==> config.mk <==
export PLATFORM = sky130hd
export DESIGN_NAME = panel_timing_monitor
export DESIGN_NICKNAME = d
export VERILOG_FILES = /design/src/rtl/ptm_pkg.sv /design/src/rtl/ptm_hmeas.sv /design/src/rtl/ptm_vmeas.sv /design/src/rtl/ptm_setup.sv /design/src/rtl/ptm_destuck.sv /design/src/rtl/panel_timing_monitor.sv
export SDC_FILE = /design/constraint.sdc
export NUM_CORES = 1
export LEC_CHECK = 0
export ABC_CLOCK_PERIOD_IN_PS = 6200
export BUFFER_PORTS_ARGS = -buffer_cell sky130_fd_sc_hd__buf_4
export CAP_MARGIN = 40
export CORE_UTILIZATION = 50
export CTS_CLUSTER_SIZE = 25
export DETAILED_ROUTE_END_ITERATION = 16
export HOLD_SLACK_MARGIN = 0.15
export PLACE_DENSITY = 0.7
export SLEW_MARGIN = 10
export SYNTH_ARGS = -nofsm -noshare
export SYNTH_HDL_FRONTEND = slang
export SYNTH_SLANG_ARGS = --single-unit
==> constraint.sdc <==
create_clock -name clk -period 6.2 [get_ports clk]
set_input_delay 1.24 -clock clk [delete_from_list [all_inputs] [get_ports clk]]
set_output_delay 1.24 -clock clk [all_outputs]
set_load 0.01 [all_outputs]
==> src/rtl/ptm_pkg.sv <==
package ptm_pkg;
  localparam int NUM_ERR       = 9;
  localparam int E_LINE_CHG    = 0;
  localparam int E_LINE_RANGE  = 1;
  localparam int E_FRAME_RANGE = 2;
  localparam int E_VTIME_CHG   = 3;
  localparam int E_VBLANK      = 4;
  localparam int E_SETUP       = 5;
  localparam int E_DE_STUCK    = 6;
  localparam int E_ACT_W       = 7;
  localparam int E_ACT_H       = 8;
  typedef logic [NUM_ERR-1:0] err_vec_t;
endpackage

==> src/rtl/ptm_hmeas.sv <==
module ptm_hmeas #(
  parameter int ACT_W    = 1024,
  parameter int LINE_MIN = 1334,
  parameter int LINE_MAX = 1344,
  parameter int CW       = 12
) (
  input  logic          clk,
  input  logic          rst_n,
  input  logic          hs_rise,
  input  logic          de_lvl,
  input  logic          de_rise,
  input  logic          de_fall,
  output logic [CW-1:0] line_len,
  output logic          line_ok,
  output logic [CW-1:0] act_width,
  output logic          ev_line_chg,
  output logic          ev_line_range,
  output logic          ev_act_w
);
  logic [CW-1:0] line_cnt, de_cnt;
  logic          have_line, have_de;

  always_ff @(posedge clk) begin
    if (!rst_n) begin
      line_cnt  <= '0;
      de_cnt    <= '0;
      have_line <= 1'b0;
      have_de   <= 1'b0;
      line_len  <= '0;
      line_ok   <= 1'b0;
      act_width <= '0;
    end else begin
      if (hs_rise) begin
        line_cnt  <= CW'(1);
        have_line <= 1'b1;
        if (have_line) begin
          line_len <= line_cnt;
          line_ok  <= 1'b1;
        end
      end else if (line_cnt != '1) begin
        line_cnt <= line_cnt + 1'b1;
      end
      if (de_rise) begin
        de_cnt  <= CW'(1);
        have_de <= 1'b1;
      end else if (de_lvl && de_cnt != '1) begin
        de_cnt <= de_cnt + 1'b1;
      end
      if (de_fall && have_de) act_width <= de_cnt;
    end
  end

  always_comb begin
    ev_line_range = hs_rise && have_line &&
                    (line_cnt < CW'(LINE_MIN) || line_cnt > CW'(LINE_MAX));
    ev_line_chg   = hs_rise && have_line && line_ok && (line_cnt != line_len);
    ev_act_w      = de_fall && have_de && (de_cnt != CW'(ACT_W));
  end

  a_r2_len_held: assert property (@(posedge clk) disable iff (!rst_n)
    !hs_rise |=> $stable(line_len));
  a_r4_width_held: assert property (@(posedge clk) disable iff (!rst_n)
    !de_fall |=> $stable(act_width));
  a_r12_valid_needs_line: assert property (@(posedge clk) disable iff (!rst_n)
    line_ok |-> have_line);
endmodule

==> src/rtl/ptm_vmeas.sv <==
module ptm_vmeas #(
  parameter int ACT_H     = 768,
  parameter int FRAME_MIN = 778,
  parameter int FRAME_MAX = 860,
  parameter int CW        = 12,
  parameter int LW        = 11,
  parameter int FCW       = 22
) (
  input  logic          clk,
  input  logic          rst_n,
  input  logic          hs_rise,
  input  logic          vs_rise,
  input  logic          de_rise,
  input  logic [CW-1:0] line_len,
  input  logic          line_ok,
  output logic [LW-1:0] frame_lines,
  output logic [LW-1:0] act_height,
  output logic          ev_frame_range,
  output logic          ev_act_h,
  output logic          ev_vtime_chg,
  output logic          ev_vblank
);
  logic [LW-1:0]  lcnt, hcnt, vds_cnt, prev_vds;
  logic [FCW-1:0] fclk, prev_fclk;
  logic [CW-1:0]  phase;
  logic           got_de, frame_seen, frame_ok, vds_ok, de_seen;
  logic           first_de, fclk_chg, vds_chg;

  assign first_de = de_rise && frame_seen && !got_de && !vs_rise;

  always_ff @(posedge clk) begin
    if (!rst_n) begin
      lcnt <= '0; hcnt <= '0; vds_cnt <= '0; prev_vds <= '0;
      fclk <= '0; prev_fclk <= '0; phase <= '0;
      got_de <= 1'b0; frame_seen <= 1'b0; frame_ok <= 1'b0;
      vds_ok <= 1'b0; de_seen <= 1'b0;
      frame_lines <= '0; act_height <= '0;
    end else begin
      if (vs_rise) begin
        lcnt       <= '0;
        hcnt       <= '0;
        vds_cnt    <= '0;
        fclk       <= FCW'(1);
        got_de     <= 1'b0;
        frame_seen <= 1'b1;
        if (frame_seen) begin
          frame_lines <= lcnt;
          act_height  <= hcnt;
          prev_fclk   <= fclk;
          frame_ok    <= 1'b1;
        end
      end else begin
        if (hs_rise && lcnt != '1) lcnt <= lcnt + 1'b1;
        if (de_rise && hcnt != '1) hcnt <= hcnt + 1'b1;
        if (fclk != '1) fclk <= fclk + 1'b1;
        if (hs_rise && !got_de && vds_cnt != '1) vds_cnt <= vds_cnt + 1'b1;
      end
      if (first_de) begin
        got_de   <= 1'b1;
        prev_vds <= vds_cnt;
        vds_ok   <= 1'b1;
      end
      if (de_rise) begin
        phase   <= CW'(1);
        de_seen <= 1'b1;
      end else if (phase >= line_len) begin
        phase <= CW'(1);
      end else begin
        phase <= phase + 1'b1;
      end
    end
  end

  always_comb begin
    ev_frame_range = vs_rise && frame_seen &&
                     (lcnt < LW'(FRAME_MIN) || lcnt > LW'(FRAME_MAX));
    ev_act_h       = vs_rise && frame_seen && (hcnt != LW'(ACT_H));
    fclk_chg       = vs_rise && frame_seen && frame_ok && (fclk != prev_fclk);
    vds_chg        = first_de && vds_ok && (vds_cnt != prev_vds);
    ev_vtime_chg   = fclk_chg || vds_chg;
    ev_vblank      = first_de && de_seen && line_ok && (phase != line_len);
  end

  a_r5_lines_held: assert property (@(posedge clk) disable iff (!rst_n)
    !vs_rise |=> $stable(frame_lines));
  a_r7_ref_after_seen: assert property (@(posedge clk) disable iff (!rst_n)
    frame_ok |-> frame_seen);
  a_r6_height_held: assert property (@(posedge clk) disable iff (!rst_n)
    !vs_rise |=> $stable(act_height));
endmodule

==> src/rtl/ptm_setup.sv <==
module ptm_setup #(
  parameter int SETUP_MIN = 8
) (
  input  logic clk,
  input  logic rst_n,
  input  logic vs_edge,
  input  logic hs_edge,
  output logic ev_setup
);
  localparam int SW = $clog2(SETUP_MIN + 1);
  logic [SW-1:0] cnt;
  logic          armed;

  always_ff @(posedge clk) begin
    if (!rst_n) begin
      cnt   <= '0;
      armed <= 1'b0;
    end else if (vs_edge) begin
      cnt   <= SW'(1);
      armed <= !hs_edge;
    end else begin
      if (hs_edge) armed <= 1'b0;
      if (cnt != SW'(SETUP_MIN)) cnt <= cnt + 1'b1;
    end
  end

  assign ev_setup = hs_edge && (vs_edge || (armed && cnt < SW'(SETUP_MIN)));

  a_r9_disarm_on_hs: assert property (@(posedge clk) disable iff (!rst_n)
    hs_edge |=> !armed);
endmodule

==> src/rtl/ptm_destuck.sv <==
module ptm_destuck #(
  parameter int STUCK_CLKS = 2000
) (
  input  logic clk,
  input  logic rst_n,
  input  logic de_chg,
  output logic ev_stuck
);
  localparam int DW = $clog2(STUCK_CLKS + 1);
  logic [DW-1:0] cnt;

  always_ff @(posedge clk) begin
    if (!rst_n)                     cnt <= '0;
    else if (de_chg)                cnt <= '0;
    else if (cnt != DW'(STUCK_CLKS)) cnt <= cnt + 1'b1;
  end

  assign ev_stuck = !de_chg && (cnt == DW'(STUCK_CLKS - 1));

  a_r10_single_shot: assert property (@(posedge clk) disable iff (!rst_n)
    ev_stuck |=> !ev_stuck);
endmodule

==> src/rtl/panel_timing_monitor.sv <==
module panel_timing_monitor
  import ptm_pkg::*;
#(
  parameter int ACT_W      = 1024,
  parameter int ACT_H      = 768,
  parameter int LINE_MIN   = 1334,
  parameter int LINE_MAX   = 1344,
  parameter int FRAME_MIN  = 778,
  parameter int FRAME_MAX  = 860,
  parameter int SETUP_MIN  = 8,
  parameter int STUCK_CLKS = 2 * LINE_MAX * FRAME_MAX
) (
  input  logic                           clk,
  input  logic                           rst_n,
  input  logic                           hsync,
  input  logic                           vsync,
  input  logic                           de,
  input  logic                           clr,
  output logic [NUM_ERR-1:0]             err_flags,
  output logic                           err_pulse,
  output logic [$clog2(LINE_MAX+1):0]    meas_line_clks,
  output logic [$clog2(LINE_MAX+1):0]    meas_act_width,
  output logic [$clog2(FRAME_MAX+1):0]   meas_frame_lines,
  output logic [$clog2(FRAME_MAX+1):0]   meas_act_height
);
  localparam int CW  = $clog2(LINE_MAX + 1) + 1;
  localparam int LW  = $clog2(FRAME_MAX + 1) + 1;
  localparam int FCW = $clog2(LINE_MAX * FRAME_MAX + 1) + 1;

  logic s_hs, s_vs, s_de, q_hs, q_vs, q_de;
  logic hs_rise, hs_edge, vs_rise, vs_edge, de_rise, de_fall, de_chg;
  logic [CW-1:0] line_len;
  logic          line_ok;
  err_vec_t      ev;

  always_ff @(posedge clk) begin
    if (!rst_n) begin
      {s_hs, s_vs, s_de, q_hs, q_vs, q_de} <= '0;
    end else begin
      {s_hs, s_vs, s_de} <= {hsync, vsync, de};
      {q_hs, q_vs, q_de} <= {s_hs, s_vs, s_de};
    end
  end

  assign hs_rise = s_hs && !q_hs;
  assign hs_edge = s_hs ^ q_hs;
  assign vs_rise = s_vs && !q_vs;
  assign vs_edge = s_vs ^ q_vs;
  assign de_rise = s_de && !q_de;
  assign de_fall = !s_de && q_de;
  assign de_chg  = s_de ^ q_de;
  assign meas_line_clks = line_len;

  ptm_hmeas #(.ACT_W(ACT_W), .LINE_MIN(LINE_MIN), .LINE_MAX(LINE_MAX), .CW(CW)) u_hmeas (
    .clk(clk), .rst_n(rst_n), .hs_rise(hs_rise), .de_lvl(s_de),
    .de_rise(de_rise), .de_fall(de_fall), .line_len(line_len), .line_ok(line_ok),
    .act_width(meas_act_width), .ev_line_chg(ev[E_LINE_CHG]),
    .ev_line_range(ev[E_LINE_RANGE]), .ev_act_w(ev[E_ACT_W]));

  ptm_vmeas #(.ACT_H(ACT_H), .FRAME_MIN(FRAME_MIN), .FRAME_MAX(FRAME_MAX),
              .CW(CW), .LW(LW), .FCW(FCW)) u_vmeas (
    .clk(clk), .rst_n(rst_n), .hs_rise(hs_rise), .vs_rise(vs_rise),
    .de_rise(de_rise), .line_len(line_len), .line_ok(line_ok),
    .frame_lines(meas_frame_lines), .act_height(meas_act_height),
    .ev_frame_range(ev[E_FRAME_RANGE]), .ev_act_h(ev[E_ACT_H]),
    .ev_vtime_chg(ev[E_VTIME_CHG]), .ev_vblank(ev[E_VBLANK]));

  ptm_setup #(.SETUP_MIN(SETUP_MIN)) u_setup (
    .clk(clk), .rst_n(rst_n), .vs_edge(vs_edge), .hs_edge(hs_edge),
    .ev_setup(ev[E_SETUP]));

  ptm_destuck #(.STUCK_CLKS(STUCK_CLKS)) u_destuck (
    .clk(clk), .rst_n(rst_n), .de_chg(de_chg), .ev_stuck(ev[E_DE_STUCK]));

  always_ff @(posedge clk) begin
    if (!rst_n) begin
      err_flags <= '0;
      err_pulse <= 1'b0;
    end else begin
      err_flags <= (clr ? '0 : err_flags) | ev;
      err_pulse <= |ev;
    end
  end

  a_r11_sticky: assert property (@(posedge clk) disable iff (!rst_n)
    !clr |=> ((err_flags & $past(err_flags)) == $past(err_flags)));
  a_r11_pulse_sets_flag: assert property (@(posedge clk) disable iff (!rst_n)
    err_pulse |-> (err_flags != '0));
  a_r11_clear: assert property (@(posedge clk) disable iff (!rst_n)
    clr |=> ((err_flags == '0) == !err_pulse));
endmodule

After elaboration in Yosys (flattened, before gate mapping):

Index checks and enable logic that the tools add are counted.

* bitwise operators: 5
* reduce and logical (&&, ||, !) cells: 58
* add/sub/neg operators: 9
* muxes and demuxes: 15
* eq/ne operators: 15
* magnitude comparators: 6

Operator list (count)
* adder 22 x 1 -> 22 bit, second input constant: 2
* != test 22 bit, second input constant: 2
* adder 12 x 1 -> 12 bit, second input constant: 3
* adder 11 x 1 -> 11 bit, second input constant: 3
* != test 11 bit, second input constant: 3
* logical AND 1 bit: 31
* != test 12 bit: 2
* != test 12 bit, second input constant: 2
* equality test 22 bit, second input constant: 1
* != test 22 bit: 1
* 2-to-1 mux 1 bit: 14
* >= comparator 12 bit: 1
* > comparator 12 x 11 -> 1 bit, second input constant: 1
* < comparator 12 x 11 -> 1 bit, second input constant: 1
* != test 12 x 11 -> 1 bit, second input constant: 1
* nonzero test 2 bit: 6
* > comparator 11 x 10 -> 1 bit, second input constant: 1
* < comparator 11 x 10 -> 1 bit, second input constant: 1
* != test 11 x 10 -> 1 bit, second input constant: 1
* != test 11 bit: 1
* OR reduction 2 bit: 5
* 2-to-1 mux 9 bit: 1
* OR 9 bit: 1
* OR reduction 9 bit: 1
* 9 further kinds: 22

* output and inout bits: 56
* register bits after elaboration: 220

Longest topological paths before layout:

* depth in word-level cells: 9
* depth in mapped cells: 9
* mapped depth without buffers: 8

Hierarchy:

From an unflattened synthesis, not the netlist that was laid out.

* cells, all modules: 1228
* area total of the unflattened synthesis: 10435.0 um2

Modules (own cells, without submodules)
* ptm_vmeas: cells an instance 721, area each 6013.3 um2, instances 1
* ptm_hmeas: cells an instance 291, area each 2454.9 um2, instances 1
* ptm_destuck: cells an instance 134, area each 1131.1 um2, instances 1
* panel_timing_monitor: cells an instance 57, area each 588.1 um2, instances 1
* ptm_setup: cells an instance 25, area each 247.7 um2, instances 1

Worst setup path before layout:

No wires, ideal clock.

* path kind: register to register
* start point: register u_hmeas.line_len[9]
* end point: register err_pulse
* library setup time: 0.133 ns
* data arrival time: 1.885 ns
* required time: 6.067 ns
* cell stages (with the launch flop): 9
* path slack: 4.183 ns
* buffers on the path: 0
* cell sequence: dfxtp_1 -> inv_1 -> ha_1 -> nand4_1 -> or4_1 -> nand4_1 -> nand3b_1 -> nor4_1 -> a31oi_1

* longest elaborated chain between the ends: 3
* elaborated cells on any way between the ends: 5
* classes of those cells: 2 x eq/ne; 3 x reduce/logical

Ends and longest elaborated chain
* start, declared: RTL line ptm_hmeas.sv:13 `output logic [CW-1:0] line_len,`
* start signal, assigned: RTL line ptm_hmeas.sv:37 `line_len <= line_cnt;`
* != test 12 bit (on tied branches): RTL line ptm_hmeas.sv:56, ptm_vmeas.sv:81
* logical AND 1 bit (on tied branches): RTL line ptm_hmeas.sv:56, ptm_vmeas.sv:81
* OR reduction 9 bit *: RTL line panel_timing_monitor.sv:81 `err_pulse <= |ev;`
* end signal, assigned: RTL line panel_timing_monitor.sv:81
* end, declared: RTL line panel_timing_monitor.sv:20 `output logic err_pulse,`

Every way passes the cells marked *; elsewhere a longest branch is shown, timed or not.
A chain may end at the register's enable or synchronous reset.

Worst setup path after layout:

* start point: input rst_n
* end point: register u_vmeas.fclk[16]

* longest elaborated chain between the ends: 2

Ends and longest elaborated chain
* start, declared: RTL line panel_timing_monitor.sv:14 `input logic rst_n,`
* NOT 1 bit (no source line)
* OR reduction 2 bit (no source line)
* end signal, assigned: RTL line ptm_vmeas.sv:55 `if (fclk != '1) fclk <= fclk + 1'b1;`
* end, declared: RTL line ptm_vmeas.sv:24 `logic [FCW-1:0] fclk, prev_fclk;`

Every way passes these cells.

==> results.py <==
metrics = {
    "die": {
        "design.die.area_um2": 20000,
        "boundaryPins": 62,
        "die_y_um": 142,
        "die_w_um": 142,
        "fp.coreArea_um2": 18900,
        "start_util_pct": 51.6,
        "std_cell_rows": 50,
    },
    "clocking": {
        "clk_latency_ns": 0.51,
        "post_cts_buffers": 0,
        "cts-buffers-inserted": 24,
        "cts.repair.resized": 0,
        "clockBufferDepth": 3,
        "cts_hold_buffers": 0,
        "cts_max_level": 1,
        "cts_tree": "yes",
        "root_buffer": "clkbuf_16",
        "clk_pin_slew_ns": 0.06,
        "cts_sinks": 220,
    },
    "layout": {
        "area_growth_pct": 13.8,
        "nets": 1251,
        "layout.cells.non_filler": 1490,
        "n_antenna_cell": 0,
        "drive_above_1_share_pct": 9.02,
        "nFillCells": 1708,
        "utilization_pct": 58.7,
    },
    "critical_path": {
        "critPathLaunchType": "primary input",
        "critPathKind": "in2reg",
        "crit_fanout": 59,
        "r2r_start": "u_hmeas.line_len[10]",
        "required_ns": 6.63,
        "r2r_slack_ns": 3.74,
        "reg2reg_depth": 8,
        "worstReg2RegEnd": "err_pulse",
        "worstPathArrival_ns": 2.99,
        "end_kind": "flop",
    },
    "power_and_ir_drop": {
        "leakage_nw": 4.12,
        "ir_worst_vdd_uv": 232,
        "total_power_mw": 2.89,
        "p_per_area_nw_per_um2": 260,
    },
    "synthesis": {
        "ys_async_sr_fraction_pct": 0,
        "yosysSeqAreaShare_pct": 45.2,
        "synthFlopType": "dfxtp_1",
        "yosys.area_share.simple_pct": 24.8,
        "synth.ff_latch_count": 220,
        "synth-compound-area-share_pct": 9.44,
        "synthXorXnorAreaFrac_pct": 12.3,
        "synth_edf_count": 0,
        "synth_top_family_by_area": "simple AND/OR/NAND/NOR gates",
        "synth_warnings": 0,
        "synth_most_common_cell": "dfxtp_1",
        "yosys.area_share.adder_pct": 3.85,
        "syn_area_um2": 9740,
        "synthCells": 1181,
        "avgSynthCellArea_um2": 8.25,
        "ys_types": 53,
        "synth_mux_area_share_pct": 0.411,
        "yosysTopAreaCellShare_pct": 45.2,
        "synthTopCellsByArea": "dfxtp_1 45%, nand2_1 7.8%, xor2_1 7.1%",
        "syn-num-nets": 1217,
        "synth_top_cell_by_area": "dfxtp_1",
        "synthTopCellsByCount": "220 x dfxtp_1, 203 x nand2_1, 146 x nor2_1",
    },
    "sta": {
        "grt_setup_unrepaired": "false",
        "setup_viol": 0,
        "finalClockSkew_ns": 0.00743,
        "maxSlewViolCount": 0,
        "period_share_pct": 41.3,
        "slew_headroom_pct": 47.2,
        "worst_pin_slew_ns": 0.793,
        "period_minus_slack_ns": 2.56,
        "max_freq_ghz": 0.391,
        "fin_setup_tns_ns": 0,
        "finalHoldViolations": 0,
        "whs_ns": 0.452,
    },
    "place": {
        "place_congestion": 0.859,
        "dp.cells": 1449,
        "dp_hpwl_um": 14600,
        "io_buffers": 61,
    },
    "global_routing": {
        "grtUsageMet3_pct": 3.51,
        "grt_pass1_vias": 7400,
        "grt_max_degree": 60,
        "grt_util_met1_pct": 27.6,
        "met2_usage_pct": 37.5,
        "grt_first_pass_wirelength_um": 35800,
        "antenna_found_initial": 0,
        "groute.usage.overall_pct": 21.5,
        "grt_overflow": 0,
        "grt-busiest-layer": "met2",
    },
    "worst_hold_path": {
        "hold_class": "reg2reg",
        "min_from": "u_vmeas.frame_lines[2]",
        "holdPathEnd": "u_vmeas.frame_lines[2]",
        "min_path_cells": 2,
    },
    "drt": {
        "drt_iter0_drc": 330,
        "firstDrtPassIters": 5,
        "num_vias": 7835,
        "post_drt_wl_per_cell_um": 14.3,
        "postRouteAntennaNets": 0,
        "drc": 0,
        "viasPerCell": 5.26,
        "routed_wl_um": 21300,
    },
    "run_status": {
        "outcome": "finished, final reports clean",
    },
    "flow_run": {
        "drv_cap": 0,
    },
}
## cell usage in the layout (no fill, tap or decap), types with 3 or more instances in the layout
master     netlist  final
nand4_1         30     30
nor4b_1          4      4
and4_1           3      3
a31oi_1         10     10
or3_1            4      4
a21o_1           4      4
clkbuf_1        45      6
xor2_1          79     79
a21oi_1        115    115
dfxtp_1        220    220
a41oi_1          4      4
xnor2_1         58     58
clkbuf_8         0      4
o21ai_0          9      9
ha_1            30     30
and2_1           9      9
clkinv_2         0      7
nor4_1          22     22
nand3_1         49     49
nand2_1        203    203
nand2b_1         7      6
buf_4            0     64
inv_1           44     43
nor3_1          20     20
and3_1          18     18
mux2i_1          4      4
clkbuf_16        0     25
nor2_1         146    146
## worst max path at each step
stage                              from          endpoint
floorplan           u_hmeas.line_len[9]         err_pulse
global route                      rst_n  u_vmeas.fclk[16]
CTS                               rst_n  u_vmeas.fclk[16]
finish                            rst_n  u_vmeas.fclk[16]
detailed placement                rst_n  u_vmeas.fclk[16]
global placement                  rst_n   u_vmeas.lcnt[8]
## registers in the layout (all words and copies together) (netlist names), 12 cells and up
signal             flops
u_hmeas.de_cnt        12
u_hmeas.act_width     12
u_hmeas.line_len      12
u_vmeas.phase         12
u_vmeas.fclk          22
u_hmeas.line_cnt      12
u_vmeas.prev_fclk     22
u_destuck.cnt         22
## metal layers
| metal | up-vias | part of all wire (%) |
|---|---|---|
| li1 | 4008 | - |
| met4 | 0 | 2.1 |
| met5 | - | 0 |
| met1 | 3648 | 47 |
| met2 | 141 | 47 |
| met3 | 38 | 4.1 |
## report_power, final
| part | internal, mW | switching [mW] |
|---|---|---|
| sequential | 1.43 | 0.0191 |
| clock | 0.780 | 0.552 |
| combinational | 0.0365 | 0.0706 |
| total | 2.25 | 0.641 |
## per-stage QoR
| step | worst slack [ns] | cell area, µm² |
|---|---|---|
| floorplan | 4.18 | 9740 |
| global placement | 3.24 | 10300 |
| detailed placement | 3.09 | 10400 |
| CTS | 3.62 | 11100 |
| global route | 3.47 | 11100 |
| finish | 3.64 | 11100 |
## kinds of logic (layout without fill, tap and decap cells)
| logic type | Yosys count | after routing |
|---|---|---|
| AOI/OAI and AO/OA | 157 | 157 |
| buffers and inverters | 102 | 151 |
| adders and majority gates | 30 | 30 |
| DFF | 220 | 220 |
| xor gates and xnor gates | 137 | 137 |
| and+or+nand+nor | 531 | 531 |
| muxes | 4 | 4 |
## area by class of cell
class | count | area (µm²) | area share [%]
multi-input combinational | 859 | 4950 | 44.6
clock inverter | 6 | 30.0 | 0.271
inverter | 45 | 170 | 1.53
timing repair buffer | 65 | 508 | 4.58
sequential | 220 | 4400 | 39.7
clock buffer | 35 | 703 | 6.34
tap | 260 | 325 | 2.93
## worst max-delay path, stage by stage
cell and delay, ns:
buf_4 0.18, clkinv_2 0.64, nor2_1 0.55, o21ai_0 0.19, a31oi_1 0.16
Power figures use the tool's default switching activity.
